### src/rtl/qd_pkg.sv
package qd_pkg;

    parameter int unsigned NCH    = 4;
    parameter int unsigned CODE_W = 12;
    parameter int unsigned BYTE_W = 8;
    parameter int unsigned ADDR_W = 4;

    localparam int unsigned CH_IDX_W = $clog2(NCH);
    localparam int unsigned HI_W     = CODE_W - BYTE_W;
    localparam int unsigned FLAT_W   = NCH * CODE_W;
    localparam int unsigned BCAST_BIT = ADDR_W - 1;

    typedef logic [CODE_W-1:0] code_t;
    typedef logic [BYTE_W-1:0] byte_t;

    typedef enum logic {
        FMT_RIGHT = 1'b0,
        FMT_LEFT  = 1'b1
    } fmt_e;

    // one decoded bus access
    typedef struct packed {
        logic                valid;
        logic                bcast;
        logic [CH_IDX_W-1:0] chan;
        logic                hi;
        byte_t               data;
    } bus_wr_t;

    // merge one byte into a staged code according to the selected split
    function automatic code_t merge_byte(code_t cur, logic hi, fmt_e fmt, byte_t d);
        code_t r;
        if (fmt == FMT_RIGHT) begin
            if (hi) r = {d[HI_W-1:0], cur[BYTE_W-1:0]};
            else    r = {cur[CODE_W-1:BYTE_W], d};
        end else begin
            if (hi) r = {d, cur[HI_W-1:0]};
            else    r = {cur[CODE_W-1:HI_W], d[BYTE_W-1 -: HI_W]};
        end
        return r;
    endfunction

endpackage

### src/rtl/qd_bus_decode.sv
module qd_bus_decode
    import qd_pkg::*;
(
    input  logic              cs,
    input  logic              wr_n,
    input  logic [ADDR_W-1:0] bus_addr,
    input  byte_t             bus_data,
    output bus_wr_t           wr
);

    always_comb begin
        wr.valid = cs & ~wr_n;
        wr.bcast = bus_addr[BCAST_BIT];
        wr.chan  = bus_addr[CH_IDX_W:1];
        wr.hi    = bus_addr[0];
        wr.data  = bus_data;
    end

endmodule

### src/rtl/qd_update_ctrl.sv
module qd_update_ctrl
    import qd_pkg::*;
(
    input  logic                valid,
    input  logic                bcast,
    input  logic [CH_IDX_W-1:0] chan,
    input  logic                hi,
    input  logic                auto_en,
    output logic                update
);

    localparam logic [CH_IDX_W-1:0] LAST_CH = CH_IDX_W'(NCH - 1);

    logic last_fill;

    always_comb begin
        last_fill = ~bcast & hi & (chan == LAST_CH);
        update    = valid & (bcast | (auto_en & last_fill));
    end

endmodule

### src/rtl/qd_stage_bank.sv
module qd_stage_bank
    import qd_pkg::*;
(
    input  logic              clk,
    input  logic              rst,
    input  bus_wr_t           wr,
    input  fmt_e              fmt,
    output code_t [NCH-1:0]   stage_q,
    output code_t [NCH-1:0]   stage_d
);

    for (genvar i = 0; i < NCH; i++) begin : g_ch
        logic sel;

        always_comb begin
            sel = wr.valid & ~wr.bcast & (wr.chan == CH_IDX_W'(i));
            stage_d[i] = sel ? merge_byte(stage_q[i], wr.hi, fmt, wr.data)
                             : stage_q[i];
        end

        always_ff @(posedge clk) begin
            if (rst) stage_q[i] <= '0;
            else     stage_q[i] <= stage_d[i];
        end
    end

endmodule

### src/rtl/qd_out_bank.sv
module qd_out_bank
    import qd_pkg::*;
(
    input  logic            clk,
    input  logic            rst,
    input  logic            update,
    input  code_t [NCH-1:0] stage_d,
    output code_t [NCH-1:0] out_q
);

    for (genvar i = 0; i < NCH; i++) begin : g_out
        always_ff @(posedge clk) begin
            if (rst)         out_q[i] <= '0;
            else if (update) out_q[i] <= stage_d[i];
        end
    end

endmodule

### src/rtl/quad_dac_bank.sv
module quad_dac_bank
    import qd_pkg::*;
(
    input  logic              clk,
    input  logic              rst,
    input  logic              cs,
    input  logic              wr_n,
    input  logic [ADDR_W-1:0] bus_addr,
    input  logic [BYTE_W-1:0] bus_data,
    input  logic              fmt_left,
    input  logic              auto_update,
    output logic [FLAT_W-1:0] ch_codes
);

    bus_wr_t          wr;
    logic             update;
    code_t [NCH-1:0]  stage_q;
    code_t [NCH-1:0]  stage_d;
    code_t [NCH-1:0]  out_q;
    logic [FLAT_W-1:0] stage_flat;

    qd_bus_decode u_dec (
        .cs       (cs),
        .wr_n     (wr_n),
        .bus_addr (bus_addr),
        .bus_data (bus_data),
        .wr       (wr)
    );

    qd_update_ctrl u_upd (
        .valid   (wr.valid),
        .bcast   (wr.bcast),
        .chan    (wr.chan),
        .hi      (wr.hi),
        .auto_en (auto_update),
        .update  (update)
    );

    qd_stage_bank u_stage (
        .clk     (clk),
        .rst     (rst),
        .wr      (wr),
        .fmt     (fmt_e'(fmt_left)),
        .stage_q (stage_q),
        .stage_d (stage_d)
    );

    qd_out_bank u_out (
        .clk     (clk),
        .rst     (rst),
        .update  (update),
        .stage_d (stage_d),
        .out_q   (out_q)
    );

    assign stage_flat = stage_q;
    assign ch_codes   = out_q;

endmodule

### config.mk
export PLATFORM = sky130hd
export DESIGN_NAME = quad_dac_bank
export DESIGN_NICKNAME = d
export VERILOG_FILES = /design/src/rtl/qd_pkg.sv /design/src/rtl/qd_bus_decode.sv /design/src/rtl/qd_update_ctrl.sv /design/src/rtl/qd_stage_bank.sv /design/src/rtl/qd_out_bank.sv /design/src/rtl/quad_dac_bank.sv
export SDC_FILE = /design/constraint.sdc
export NUM_CORES = 1
export LEC_CHECK = 0
export ABC_AREA = 1
export BUFFER_PORTS_ARGS = -buffer_cell sky130_fd_sc_hd__buf_2
export CAP_MARGIN = 20
export CORE_UTILIZATION = 60
export CTS_CLUSTER_SIZE = 28
export DETAILED_ROUTE_END_ITERATION = 8
export PLACE_DENSITY = 0.93
export RECOVER_POWER = 25
export SYNTH_ARGS = -nofsm -noshare
export SYNTH_HDL_FRONTEND = slang
export SYNTH_HIERARCHICAL = 1
export SYNTH_SLANG_ARGS = --single-unit
### constraint.sdc
create_clock -name clk -period 3.9 [get_ports clk]
set_input_delay 0.78 -clock clk [delete_from_list [all_inputs] [get_ports clk]]
set_output_delay 0.78 -clock clk [all_outputs]
set_load 0.02 [all_outputs]
==> flow_metrics.tcl <==
set metrics [dict create \
    synthDominantCellAreaShare_pct 41.3 \
    worstHoldPathType "reg -> reg" \
    ys_top_cells_by_area "dfxtp_1 (41%), nand2_1 (21%), nor2_1 (8.1%)" \
    postSynthAreaPerCell_sq_um 6.61 \
    io_buffers 65 \
    period_share_pct 57.7 \
    grt_max_degree 97 \
    initialDrtViolationCount 436 \
    htree_levels 3 \
    path_class "in -> reg" \
    yosys-top-cells-count "nand2_1 (265), nor2_1 (100), dfxtp_1 (96), nand3_1 (67), inv_1 (58)" \
    fill_cells 649 \
    max_freq_ghz 0.444 \
    ant_nets 0 \
    crit_path_start "bus_addr[0]" \
    clock_skew_ns 0.00678 \
    tightest_slew_ns 0.994 \
    worstSetupStartpointType "primary input" \
    grt_pass1_wl_mm 17.9 \
    final_cells 840 \
    period_minus_slack_ns 2.25 \
    synth_most_common_cell "nand2_1" \
    ctsHoldBuffers 0 \
    diodes 0 \
    cts_tree "built" \
    r2r-end "u_out/out_q[29]$_SDFFE_PP0P_" \
    clk_pin_slew_worst_paths_ns 0.09 \
    hpwl_mm 7.10 \
    hold_end "u_out/out_q[12]$_SDFFE_PP0P_" \
    yosys_warnings 6 \
    placed_cells_incl_taps 824 \
    clk_root_buffer_cell "clkbuf_8" \
    critPathMaxFanout 13 \
    clk_latency_ns 0.36 \
    slew_viol_final 0 \
    start_util_pct 63.1 \
    grt_setup_unrepaired "no" \
    area_delta_synth_final_pct 5.78 \
    cts_buffers 9 \
    postRouteWirelength_mm 10.6 \
    r2r-start "u_stage/stage_q[29]$_SDFF_PP0_" \
    ys_types 21 \
    grt_antenna_before_repair 0 \
    p_leak_nw 2.17 \
    coreArea_sq_um 7370 \
    fin_nets 754 \
    avgRoutedWirePerCell_microns 12.6 \
    ios 66 \
    cts.sinks 96 \
    worstRegToRegCells 8 \
    seqCellArea_sq_um 1920 \
    critPathCaptureType "register" \
    synth_cells 704 \
    async_flop_share_pct 0 \
    multi_input_area_sq_um 2130 \
    setup_viol 0 \
    status "complete, no violations" \
    clk_path_buf_depth 2 \
    drcViolationCount 0 \
    gp_congestion 0.882 \
    synth-seq-area-share_pct 41.3 \
    synth_ff_type "dfxtp_1" \
    drv_cap 0 \
    dieArea_sq_um 8110 \
    worstPathArrival_ns 2.55 \
    via_count 4439 \
    rows 31 \
    min-delay-start "u_out/out_q[12]$_SDFFE_PP0P_" \
    die_w_microns 90.0 \
    dr.pass1.iters 8 \
    slew_headroom_pct 33.0 \
    post_cts_buffers 0 \
    tns_ns 0 \
    powerDensity_nw_per_um2 379 \
    grt_pass1_vias 4058 \
    min_delay_path_depth 2 \
    grt_overflow 0 \
    cp.required_ns 4.20 \
    vias_per_cell 5.28 \
    ir_drop_uv 204 \
    synth_nets 722 \
    netlist_area_sq_um 4650 \
    ctsResizeCount 0 \
    yosys.area.top_type "dfxtp_1" \
    drive_gt1_share_pct 10.3 \
    hold_viol_final 0 \
    die_h_microns 90.0 \
    ys_ff_latch 96 \
    rrSetupSlack_ns 2.80 \
    track_usage_pct 26.9 \
    synth-edff-count 0 \
]
## cell usage in the layout, fill, tap and decap left out, types with 2 or more instances in the layout
cell / instances
buf_4: 4
nand3_1: 67
clkbuf_1: 35
clkinv_2: 2
a21oi_1: 44
nand3_2: 6
a21oi_2: 4
clkinv_4: 2
inv_1: 58
inv_2: 3
nand2_1: 265
nor2_4: 5
buf_2: 30
dfxtp_1: 96
nor2_1: 99
o21ai_2: 2
nand2_2: 3
clkbuf_8: 10
## state kept, by name, summed over array words and instances, names as in the netlist
register         cells
u_stage/stage_q     48
u_out/out_q         48
## layer usage
layer,part of all wire [%],wire (microns),vias up,track usage (%)
met3,8.1,859,30,3.89
met5,0,0,-,0
met1,42,4430,1977,33.8
li1,-,-,2212,-
met2,47,4990,220,44.8
met4,3.1,331,0,13.7
## report_power, final
part           leakage (nW)  internal, mW  switching (mW)
Combinational          1.30        0.0684           0.170
Sequential            0.779          1.01          0.0152
Clock                0.0926         0.252           0.348
Total                  2.17          1.33           0.533
## kinds of logic (layout without fill, tap and decap cells)
kind of cell	Yosys count	in the layout	synth area share [%]
AND/OR/NAND/NOR	447	447	39.7
buffers and inverters	110	147	12.9
flip-flops	96	96	41.3
AO/OA/AOI/OAI	51	51	6.05
## worst max-delay path, stage by stage
cell	delay, ns
buf_2	0.24
nand2_1	0.20
o21ai_0	0.82
nand2_1	0.16
nand2_1	0.12
inv_1	0.04
nand2_1	0.05
nand2_1	0.05
nor2_1	0.08
## through the flow
step | power (mW) | setup slack (ns) | cell area, sq um | util [%] | hold WS (ns)
2_1_floorplan | 1.24 | 2.14 | 4650 | - | 0.447
3_3_place_gp | 1.28 | 1.61 | 4790 | 64.9 | 0.451
3_5_place_dp | 1.29 | 1.53 | 4790 | 64.9 | 0.459
4_1_cts | 1.87 | 1.90 | 4970 | 67.4 | 0.472
5_1_grt | 1.94 | 1.64 | 4920 | 66.8 | 0.495
6_report | 1.86 | 1.65 | 4920 | 66.8 | 0.472
## worst max path at each step
stage	endpoint	depth (start not counted)
after floorplan	u_out/out_q[24]$_SDFFE_PP0P_	11
after global placement	u_out/out_q[8]$_SDFFE_PP0P_	10
after detailed placement	u_out/out_q[32]$_SDFFE_PP0P_	10
after CTS	u_out/out_q[29]$_SDFFE_PP0P_	10
after global routing	u_out/out_q[33]$_SDFFE_PP0P_	9
final	u_out/out_q[9]$_SDFFE_PP0P_	9
## cell type report
| cell class | count | share of cell area (%) |
|---|---|---|
| flip-flops and latches | 96 | 39.1 |
| clock inverters | 6 | 0.890 |
| clock buffers | 10 | 2.80 |
| repair buffers | 70 | 6.74 |
| inverters | 61 | 4.65 |
| well taps | 99 | 2.52 |
| multi-input cells | 498 | 43.3 |
Power figures use the tool's default switching activity.
